===== config.mk =====
export PLATFORM = sky130hd
export DESIGN_NAME = uart_host_regs
export DESIGN_NICKNAME = d
export VERILOG_FILES = /design/src/rtl/uart_host_regs_pkg.sv /design/src/rtl/uart_host_regs_ctrl.sv /design/src/rtl/uart_host_regs_dp.sv /design/src/rtl/uart_host_regs.sv
export SDC_FILE = /design/constraint.sdc
export NUM_CORES = 1
export LEC_CHECK = 0
export CAP_MARGIN = 20
export CORE_ASPECT_RATIO = 1.5
export CORE_UTILIZATION = 35
export CTS_BUF_LIST = sky130_fd_sc_hd__clkbuf_4 sky130_fd_sc_hd__clkbuf_8
export DETAILED_ROUTE_END_ITERATION = 6
export GPL_TIMING_DRIVEN = 0
export PLACE_DENSITY = 0.68
export SLEW_MARGIN = 20
export SYNTH_ARGS = -nofsm -noshare
export SYNTH_HDL_FRONTEND = slang
export SYNTH_SLANG_ARGS = --single-unit

===== constraint.sdc =====
create_clock -name clk -period 1.4 [get_ports clk]
set_input_delay 0.14 -clock clk [delete_from_list [all_inputs] [get_ports clk]]
set_output_delay 0.14 -clock clk [all_outputs]
set_load 0.03 [all_outputs]

===== src/rtl/uart_host_regs_pkg.sv =====
package uart_host_regs_pkg;

  localparam logic [2:0] OFS_DATA = 3'd0;
  localparam logic [2:0] OFS_IEN  = 3'd1;
  localparam logic [2:0] OFS_FCTL = 3'd2;
  localparam logic [2:0] OFS_LCTL = 3'd3;
  localparam logic [2:0] OFS_MCTL = 3'd4;
  localparam logic [2:0] OFS_LSTS = 3'd5;
  localparam logic [2:0] OFS_MSTS = 3'd6;
  localparam logic [2:0] OFS_SCR  = 3'd7;

  localparam logic [7:0] FCTL_KEEP = 8'hC9;

  typedef enum logic [2:0] {
    SRC_FIFO, SRC_DIVLO, SRC_DIVHI, SRC_LCTL, SRC_LSTS, SRC_SCR, SRC_ONES
  } rdSrcE;

  typedef struct packed {
    logic  wrDivLo;
    logic  wrDivHi;
    logic  wrLctl;
    logic  wrScr;
    logic  wrFctl;
    logic  wrTx;
    logic  rdEn;
    rdSrcE rdSrc;
  } regStbS;

endpackage


===== src/rtl/uart_host_regs_ctrl.sv =====
module uart_host_regs_ctrl
  import uart_host_regs_pkg::*;
#(
  parameter int ADDR_W = 3
) (
  input  logic              clk,
  input  logic              rstN,
  input  logic              rdStb,
  input  logic              wrStb,
  input  logic [ADDR_W-1:0] regAddr,
  input  logic              dlab,
  output regStbS            stb
);

  always_comb begin
    stb = '0;
    stb.rdSrc = SRC_ONES;
    stb.rdEn  = rdStb;
    if (wrStb) begin
      unique case (regAddr)
        OFS_DATA: if (dlab) stb.wrDivLo = 1'b1; else stb.wrTx = 1'b1;
        OFS_IEN:  if (dlab) stb.wrDivHi = 1'b1;
        OFS_FCTL: stb.wrFctl = 1'b1;
        OFS_LCTL: stb.wrLctl = 1'b1;
        OFS_SCR:  stb.wrScr  = 1'b1;
        default:  ;
      endcase
    end
    unique case (regAddr)
      OFS_DATA: stb.rdSrc = dlab ? SRC_DIVLO : SRC_FIFO;
      OFS_IEN:  stb.rdSrc = dlab ? SRC_DIVHI : SRC_ONES;
      OFS_LCTL: stb.rdSrc = SRC_LCTL;
      OFS_LSTS: stb.rdSrc = SRC_LSTS;
      OFS_SCR:  stb.rdSrc = SRC_SCR;
      default:  stb.rdSrc = SRC_ONES;
    endcase
  end

  // writes to status/modem offsets raise no write strobe
  a_r8_no_strobe_ignored: assert property (@(posedge clk) disable iff (!rstN)
    (wrStb && (regAddr == OFS_LSTS || regAddr == OFS_MSTS || regAddr == OFS_MCTL))
    |-> !(stb.wrDivLo | stb.wrDivHi | stb.wrLctl | stb.wrScr | stb.wrFctl | stb.wrTx));

  // data and divisor strobes are exclusive
  a_r1_one_target: assert property (@(posedge clk) disable iff (!rstN)
    $onehot0({stb.wrDivLo, stb.wrDivHi, stb.wrLctl, stb.wrScr, stb.wrFctl, stb.wrTx}));

endmodule


===== src/rtl/uart_host_regs_dp.sv =====
module uart_host_regs_dp
  import uart_host_regs_pkg::*;
#(
  parameter int DATA_W    = 8,
  parameter int CNT_W     = 5,
  parameter int RESET_DIV = 1
) (
  input  logic                clk,
  input  logic                rstN,
  input  regStbS              stb,
  input  logic [DATA_W-1:0]   wrData,
  output logic [DATA_W-1:0]   rdData,
  input  logic [CNT_W-1:0]    fifoCount,
  input  logic                fifoFull,
  input  logic [DATA_W-1:0]   popData,
  output logic                popStb,
  output logic                pushStb,
  output logic [DATA_W-1:0]   pushData,
  output logic                fifoFlush,
  output logic                fifoResize,
  output logic                fifoDepthFull,
  output logic [2*DATA_W-1:0] divisor,
  output logic [DATA_W-1:0]   lineCtrl,
  output logic [DATA_W-1:0]   fifoCtrl
);

  localparam int DIV_W = 2 * DATA_W;
  localparam logic [DIV_W-1:0] DIV_INIT = DIV_W'(RESET_DIV);

  logic [DATA_W-1:0] divLoQ, divHiQ, lctlQ, scrQ, fctlQ;
  logic              overrunQ;
  logic              enChange, overrunSet, lstsRead;
  logic [DATA_W-1:0] lstsByte, rdNext, fctlNext;

  assign enChange      = stb.wrFctl && (wrData[0] != fctlQ[0]);
  assign fifoResize    = enChange;
  assign fifoDepthFull = wrData[0];
  assign fifoFlush     = enChange || (stb.wrFctl && wrData[0] && wrData[1]);
  assign pushStb       = stb.wrTx;
  assign pushData      = wrData;
  assign popStb        = stb.rdEn && (stb.rdSrc == SRC_FIFO);
  assign overrunSet    = stb.wrTx && fifoFull;
  assign lstsRead      = stb.rdEn && (stb.rdSrc == SRC_LSTS);
  assign fctlNext      = wrData[0] ? (wrData & FCTL_KEEP) : '0;

  always_comb begin
    lstsByte    = '0;
    lstsByte[0] = (fifoCount != '0);
    lstsByte[1] = overrunQ;
    lstsByte[5] = 1'b1;
    lstsByte[6] = 1'b1;
  end

  always_comb begin
    unique case (stb.rdSrc)
      SRC_FIFO:  rdNext = popData;
      SRC_DIVLO: rdNext = divLoQ;
      SRC_DIVHI: rdNext = divHiQ;
      SRC_LCTL:  rdNext = lctlQ;
      SRC_LSTS:  rdNext = lstsByte;
      SRC_SCR:   rdNext = scrQ;
      default:   rdNext = '1;
    endcase
  end

  always_ff @(posedge clk) begin
    if (!rstN) begin
      divLoQ   <= DIV_INIT[DATA_W-1:0];
      divHiQ   <= DIV_INIT[DIV_W-1:DATA_W];
      lctlQ    <= '0;
      scrQ     <= '0;
      fctlQ    <= '0;
      overrunQ <= 1'b0;
      rdData   <= '0;
    end else begin
      if (stb.wrDivLo) divLoQ <= wrData;
      if (stb.wrDivHi) divHiQ <= wrData;
      if (stb.wrLctl)  lctlQ  <= wrData;
      if (stb.wrScr)   scrQ   <= wrData;
      if (stb.wrFctl)  fctlQ  <= fctlNext;
      overrunQ <= overrunSet | (overrunQ & ~lstsRead);
      if (stb.rdEn)    rdData <= rdNext;
    end
  end

  assign divisor  = {divHiQ, divLoQ};
  assign lineCtrl = lctlQ;
  assign fifoCtrl = fctlQ;

  // disabled FIFO control stores zero
  a_r4_fctl_zero: assert property (@(posedge clk) disable iff (!rstN)
    $past(stb.wrFctl && !wrData[0]) |-> (fifoCtrl == '0));

  // receiver reset with enable flushes
  a_r5_rcv_flush: assert property (@(posedge clk) disable iff (!rstN)
    (stb.wrFctl && wrData[0] && wrData[1]) |-> fifoFlush);

  // transmitter always ready on a status read
  a_r6_tx_ready: assert property (@(posedge clk) disable iff (!rstN)
    $past(lstsRead) |-> (rdData[6:5] == 2'b11 && rdData[7] == 1'b0));

  // overrun set by a full write, cleared by a status read
  a_r7_oe_set: assert property (@(posedge clk) disable iff (!rstN)
    $past(overrunSet) |-> overrunQ);
  a_r7_oe_clear: assert property (@(posedge clk) disable iff (!rstN)
    $past(lstsRead && !overrunSet) |-> !overrunQ);

  // unmapped reads return all ones
  a_r9_ones: assert property (@(posedge clk) disable iff (!rstN)
    $past(stb.rdEn && stb.rdSrc == SRC_ONES) |-> (rdData == '1));

  // resize follows any change of the enable bit
  a_r3_resize_flush: assert property (@(posedge clk) disable iff (!rstN)
    fifoResize |-> fifoFlush);

endmodule


===== src/rtl/uart_host_regs.sv =====
module uart_host_regs
  import uart_host_regs_pkg::*;
#(
  parameter int ADDR_W     = 3,
  parameter int DATA_W     = 8,
  parameter int FIFO_DEPTH = 16,
  parameter int REF_HZ     = 1843200,
  parameter int BAUD       = 115200,
  parameter int OVERSAMPLE = 16,
  localparam int CNT_W     = $clog2(FIFO_DEPTH + 1),
  localparam int RESET_DIV = REF_HZ / BAUD / OVERSAMPLE
) (
  input  logic                clk,
  input  logic                rstN,
  input  logic                rdStb,
  input  logic                wrStb,
  input  logic [ADDR_W-1:0]   regAddr,
  input  logic [DATA_W-1:0]   wrData,
  output logic [DATA_W-1:0]   rdData,
  input  logic [CNT_W-1:0]    fifoCount,
  input  logic                fifoFull,
  input  logic [DATA_W-1:0]   popData,
  output logic                popStb,
  output logic                pushStb,
  output logic [DATA_W-1:0]   pushData,
  output logic                fifoFlush,
  output logic                fifoResize,
  output logic                fifoDepthFull,
  output logic [2*DATA_W-1:0] divisor,
  output logic [DATA_W-1:0]   lineCtrl,
  output logic [DATA_W-1:0]   fifoCtrl
);

  regStbS stb;

  uart_host_regs_ctrl #(.ADDR_W(ADDR_W)) u_ctrl (
    .clk(clk), .rstN(rstN), .rdStb(rdStb), .wrStb(wrStb),
    .regAddr(regAddr), .dlab(lineCtrl[DATA_W-1]), .stb(stb)
  );

  uart_host_regs_dp #(.DATA_W(DATA_W), .CNT_W(CNT_W), .RESET_DIV(RESET_DIV)) u_dp (
    .clk(clk), .rstN(rstN), .stb(stb), .wrData(wrData), .rdData(rdData),
    .fifoCount(fifoCount), .fifoFull(fifoFull), .popData(popData),
    .popStb(popStb), .pushStb(pushStb), .pushData(pushData),
    .fifoFlush(fifoFlush), .fifoResize(fifoResize), .fifoDepthFull(fifoDepthFull),
    .divisor(divisor), .lineCtrl(lineCtrl), .fifoCtrl(fifoCtrl)
  );

endmodule


==> results of run 1 <==
-- cell type report --
| cell class | count | area (um^2) |
|---|---|---|
| plain buffers | 31 | 243 |
| clock buffers | 5 | 68.8 |
| clock inverters | 2 | 35.0 |
| fillers | 603 | 2760 |
| inverters | 1 | 3.75 |
| multi-input cells | 192 | 1260 |
| flip-flops and latches | 45 | 906 |
| well taps | 74 | 92.6 |
| repair buffers | 95 | 856 |
-- through the flow --
step	TNS [ns]	hold slack [ns]	area (um^2)	setup WS [ns]	power (W)
finish	0	0.258	3460	0.0232	0.00285
CTS	0	0.338	3350	0.00404	0.00282
global placement	-21.26	0.449	3170	-0.984	0.00188
floorplan	0	0.277	2300	0.00651	0.00164
detailed placement	-21.82	0.458	3170	-0.973	0.00188
global route	-0.191	0.301	3460	-0.0652	0.00295
-- sequential cells by signal (all words and copies together) (netlist names) --
signal	flops
u_dp.divLoQ	8
u_dp.scrQ	8
u_dp.divHiQ	8
u_dp.fifoCtrl	4
u_dp.rdData	8
u_dp.overrunQ	1
u_dp.lineCtrl	8
-- critical path: stages (launching register included) --
cell,delay [ns]
dfxtp_4,0.40
buf_4,0.13
inv_2,0.05
or3_1,0.36
a32oi_1,0.18
o221a_2,0.20
-- cell families after synthesis --
group	after synthesis	synth area share [%]
DFF	45	39.4
AOI/OAI and AO/OA	53	17.2
buffers and inverters	32	8.37
muxes	28	12.6
other	1	0.164
xor gates and xnor gates	1	0.383
and+or+nand+nor	106	21.9
-- cell usage after synthesis --
cell type  count  area (um^2)
nand2b_1       2         12.5
mux2_4         1         15.0
a31oi_1        3         18.8
xnor2_1        1         8.76
o31ai_2        1         12.5
and2b_1        1         7.51
buf_4         14          105
a32oi_1        1         8.76
nor3_1         2         10.0
a2111oi_2      1         15.0
conb_1         1         3.75
o221a_2        1         11.3
nor4b_1        1         8.76
nand2_1       48          180
nand3_1        6         30.0
and2_1         3         18.8
a21oi_1        6         30.0
a22oi_1        1         7.51
clkbuf_1       7         26.3
dfxtp_1       45          901
inv_2          1         3.75
nor2b_1       17          106
nor3b_1        1         7.51
a22o_1         4         35.0
o21ai_0        7         35.0
nor2_1        17         63.8
and3_1         4         25.0
a211o_1        1         8.76
o2bb2ai_1      2         17.5
or3_1          1         6.26
mux2i_1       24          240
buf_6          1         11.3
o22ai_1        1         6.26
a21boi_0      20          150
buf_2          9         45.0
nand3b_1       2         15.0
o211a_1        1         10.0
mux2_2         3         33.8
a2111oi_0      3         26.3
nand4b_1       1         8.76
-- layer usage --
layer  track usage [%]  up-vias
li1                  -     1104
met1              24.0     1031
met2              37.9       80
met3              3.28       20
met4              11.5        0
met5                 0        -
-- worst paths after layout --
check	to	slack, ns	cells after the start	start
min	u_dp.lineCtrl[1]	0.26	3	wrData[1]
min reg2reg	u_dp.scrQ[6]	0.47	2	u_dp.scrQ[6]
max	u_dp.rdData[7]	0.02	5	u_dp.lineCtrl[7]
max reg2reg	u_dp.rdData[7]	0.02	5	u_dp.lineCtrl[7]
-- power breakdown --
group / internal [W] / switching (W)
Combinational: 0.000260 / 0.000298
Sequential: 0.00131 / 0.0000200
Clock: 0.000519 / 0.000442
-- timing repair --
item                                    in CTS  in global routing
setup buffers                                9                  9
resized for setup                          112                 17
endpoints found under the setup margin      85                 16
pin swaps                                    5                  8
==> flow_summary.yaml, run 1 <==
outcome:
  outcome: "finished, final reports clean"
placed_design:
  dp_cells: 420
  gp_congestion: 0.901
  io_buffers: 77
  dp_hpwl_um: 5210
drt:
  drt_wl_total_um: 7180
  wl_per_cell_um: 16.1
  avgViaCountPerCell: 5.02
  wl_met1_um: 3020
  drc: 0
  drt_iter0_markers: 93
  antenna_left: 0
  dr.pass1.iters: 4
  maxUsedRoutingLayer: "met4"
  dr_wl_met2_um: 3540
  wl_met3_um: 304
  vias: 2235
worst_setup_path:
  path_max_fanout: 5
  cp-end-kind: "flip-flop"
  cp.arrival_ns: 1.62
  critPathKind: "flip-flop to flip-flop"
  startpoint_type: "flip-flop"
  crit_required_ns: 1.65
timing:
  slew_viol_final: 0
  finalHoldViolations: 0
  final.period_utilization_pct: 98.3
  rsz0062_at_grt: "true"
  timing.fmax_mhz: 726
  setup_viol: 0
  finClkSkew_ns: 0.00576
  min_period_ns: 1.38
cts:
  clk_pin_slew_ns: 0.08
  cts_buffer_depth: 2
  clock_sinks: 45
  cts-root-buf: "clkbuf_8"
  hold_buffers: 0
  cts_tree: "done"
  h-tree-depth: 2
  cts_buffers: 5
  clk_latency_ns: 0.30
global_routing:
  grt_pass1_vias: 2218
  grt_start_max_net_pins: 14
  grt_use_total_pct: 21.6
  grt_overflow: 0
  grt_pass1_wl_um: 10900
  antenna_found_initial: 0
synth:
  ys_ff_latch: 45
  ys_seq_area_share_pct: 39.4
  synth_area_per_cell_um2: 8.60
  yosysUniqueCellTypes: 40
  syn_area_um2: 2290
  postSynthCellCount: 266
  yosysWarnings: 0
floorplanning:
  die_y_um: 101
  die_x_um: 68.0
  io_pins: 82
  row_count: 35
  start_util_pct: 36.8
  core_area_um2: 6220
  fp.dieArea_um2: 6870
pwr:
  p_leak_nw: 1.52
  ir_drop_uv: 479
  powerDensity_nw_per_um2: 822
finish:
  drive_gt1_share_pct: 22.1
  post-route-util_pct: 55.7
  final_common_cell: "nand2_1"
  layoutNonFillerInstCount: 445
  diodes: 0
  fin_nets: 400
  syn_to_final_growth_pct: 51.4
  layout_common_cells: "48 x nand2_1, 43 x dfxtp_1, 40 x dlygate4sd2_1, 38 x buf_4, 24 x mux2i_1"
hold_path:
  worstHoldPathType: "primary input to flip-flop"
job:
  maxCapViolCount: 0
No activity file was read; power rests on OpenSTA's default activity.
==> run 2: changes to the inputs <==
- CTS_CLUSTER_SIZE: default -> 40
==> results of run 2 <==
Same layout as run 1: the final DEF is identical, and so are final timing and power.
==> run 3: changes to the inputs <==
- DONT_BUFFER_PORTS: default -> 1
- PLACE_DENSITY: 0.68 -> default
==> run 3 against run 2 <==
Effect of this change:
- the run now ends with negative setup slack left
- sequential power grew 4%
- setup slack lost 0.030 ns
- highest routed layer unchanged
- register-to-register slack lost 0.03 ns
- hold slack lost 0.25 ns
- fmax shrank 2.1%
- non-clock buffer count shrank 86
- clock skew grew 0.0031 ns
- combinational power shrank 41%
- clock power shrank 13%
- cell count shrank 19%
- design area shrank 23%
- global-route usage shrank 0.83 points
==> flow_summary.yaml, run 3 (synthesized netlist as in run 1, its figures left out) <==
global_routing:
  use_met1_pct: 24.2
  grt_overflow: 0
  grt_use_total_pct: 20.8
  met2_usage_pct: 34.3
  met3_usage_pct: 5.77
  grt_start_max_net_pins: 13
  antenna_found_initial: 0
  grt_pass1_wl_um: 10200
  grt_pass1_vias: 1880
  top_usage_layer: "met2"
worst_setup_path:
  crit_slowest_cell: "a2111oi_0"
  r2r_cells: 4
  startpoint_type: "flip-flop"
  cpLargestDelayFamily: "compound AO/OA/AOI/OAI gates"
  crit_required_ns: 1.58
  critPathKind: "flip-flop to flip-flop"
  path_max_fanout: 6
  critical_path.max_stage_delay_ns: 0.44
  worstReg2RegEnd: "u_dp.rdData[2]"
  cp-end-kind: "flip-flop"
  crit_path_end: "u_dp.rdData[2]"
  r2r_setup_slack_ns: -0.006
  cp.buffers_inverters: 0
  regToRegStartpoint: "u_dp.lineCtrl[7]"
  path_cells: "and2_2 -> a22o_1 -> a2111oi_0 -> nor2_1"
  cp-startpoint: "u_dp.lineCtrl[7]"
  cp.arrival_ns: 1.59
  cp.depth: 4
finish:
  multi_input_area_um2: 1260
  drive_gt1_share_pct: 17.9
  fin_nets: 314
  final_common_cell: "nand2_1"
  seq_area_um2: 913
  nFillCells: 650
  syn_to_final_growth_pct: 16.1
  diodes: 0
  layout_common_cells: "48 x nand2_1, 41 x dfxtp_1, 23 x mux2i_1, 20 x a21boi_0, 17 x nor2b_1"
placed_design:
  io_buffers: 0
  gp_congestion: 0.870
  dp_slack_ns: -0.203
  dp_hpwl_um: 4940
floorplanning:
  fp.dieArea_um2: 6870
  row_count: 35
  io_pins: 82
  start_util_pct: 36.8
  die_y_um: 101
  die_x_um: 68.0
  core_area_um2: 6220
timing:
  setup_ws_ns: -0.00639
  rsz0062_at_grt: "true"
  max_slew.worst_pin.slew_ns: 0.629
  finClkSkew_ns: 0.00883
  slew_viol_final: 0
  finalHoldViolations: 0
  timing.fmax_mhz: 711
  final.period_utilization_pct: 100
  setup_viol: 2
  max_slew_margin_pct: 58.0
  min_period_ns: 1.41
outcome:
  outcome: "finished, violations left"
  violations: "negative setup slack"
hold_path:
  worstHoldPathType: "primary input to flip-flop"
pwr:
  powerDensity_nw_per_um2: 957
  ir_drop_uv: 547
  p_leak_nw: 0.983
  totalPowerFinal_w: 0.00254
drt:
  vias: 1921
  antenna_left: 0
  dr.pass1.iters: 4
  drt_wl_total_um: 6770
  wl_per_cell_um: 18.9
  avgViaCountPerCell: 5.35
  drc: 0
  drt_iter0_markers: 86
cts:
  cts_buffers: 5
  clk_pin_slew_ns: 0.08
  cts_buffer_depth: 2
  clock_sinks: 45
  clk_latency_ns: 0.30
  h-tree-depth: 2
  cts-root-buf: "clkbuf_8"
  cts_tree: "done"
job:
  maxCapViolCount: 0
-- run 3: cell types whose count changed in the layout (fill, tap and decap cells not counted), sizes merged --
cell,previous run,this run
clkbuf,12,14
clkdlybuf4s15,9,0
buf,47,25
dlymetal6s2s,1,0
clkdlybuf4s50,22,0
dlygate4sd3,0,8
bufinv,1,0
clkinv,1,0
dlygate4sd2,40,0
-- run 3: layer usage --
metal | routed length (um) | vias up | share of wire [%]
li1 | - | 936 | -
met2 | 3430 | 83 | 51
met3 | 528 | 15 | 7.8
met5 | 0 | - | 0
met1 | 2580 | 887 | 38
met4 | 227 | 0 | 3.4
-- run 3: area by class of cell --
type	instances	area share, %
inverters	1	0.141
plain buffers	31	7.77
multi-input cells	192	47.5
well taps	74	3.49
repair buffers	9	3.30
flip-flops and latches	45	34.4
clock buffers	7	3.39
-- run 3: worst reg2reg max path: stages (launching register included) --
cell and delay [ns]:
dfxtp_4 0.38, and2_2 0.21, a22o_1 0.19, a2111oi_0 0.44, nor2_1 0.09
-- run 3: how the worst min path moves through the flow --
stage / slack, ns / startpoint / end / cells past startpoint
finish: 0.003 / wrData[7] / u_dp.divLoQ[7] / 2
global route: 0.002 / wrData[3] / u_dp.divLoQ[3] / 2
detailed placement: 0.29 / rstN / u_dp.rdData[5] / 2
floorplan: 0.28 / wrData[1] / u_dp.lineCtrl[1] / 2
CTS: 0.008 / wrData[7] / u_dp.divLoQ[7] / 2
global placement: 0.29 / wrData[3] / u_dp.scrQ[3] / 2
-- run 3: what timing repair did --
| item | in CTS | in global routing |
|---|---|---|
| cloned | 0 | 0 |
| buffers inserted | 1 | 0 |
| setup endpoints to repair | 19 | 16 |
| pin swaps | 1 | 3 |
| endpoints found under the hold margin | 18 | 0 |
| hold buffers | 8 | 0 |
| gates resized for setup | 14 | 12 |
-- run 3: report_power, final --
part | internal (W) | total (W) | switching (W)
registers | 0.00130 | 0.00138 | 0.0000712
clock network | 0.000411 | 0.000834 | 0.000423
logic | 0.000137 | 0.000331 | 0.000194
total | 0.00185 | 0.00254 | 0.000688
-- run 3: metrics by stage --
step	hold slack (ns)	utilization (%)	cell area (um^2)	setup TNS [ns]	instances
6_report	0.00340	42.7	2660	-0.00969	359
5_1_grt	0.00197	42.7	2660	-0.264	359
4_1_cts	0.00751	42.0	2610	-0.132	359
2_1_floorplan	0.277	-	2300	0	269
3_5_place_dp	0.294	38.6	2400	-1.63	343
3_3_place_gp	0.289	38.6	2400	-1.84	343
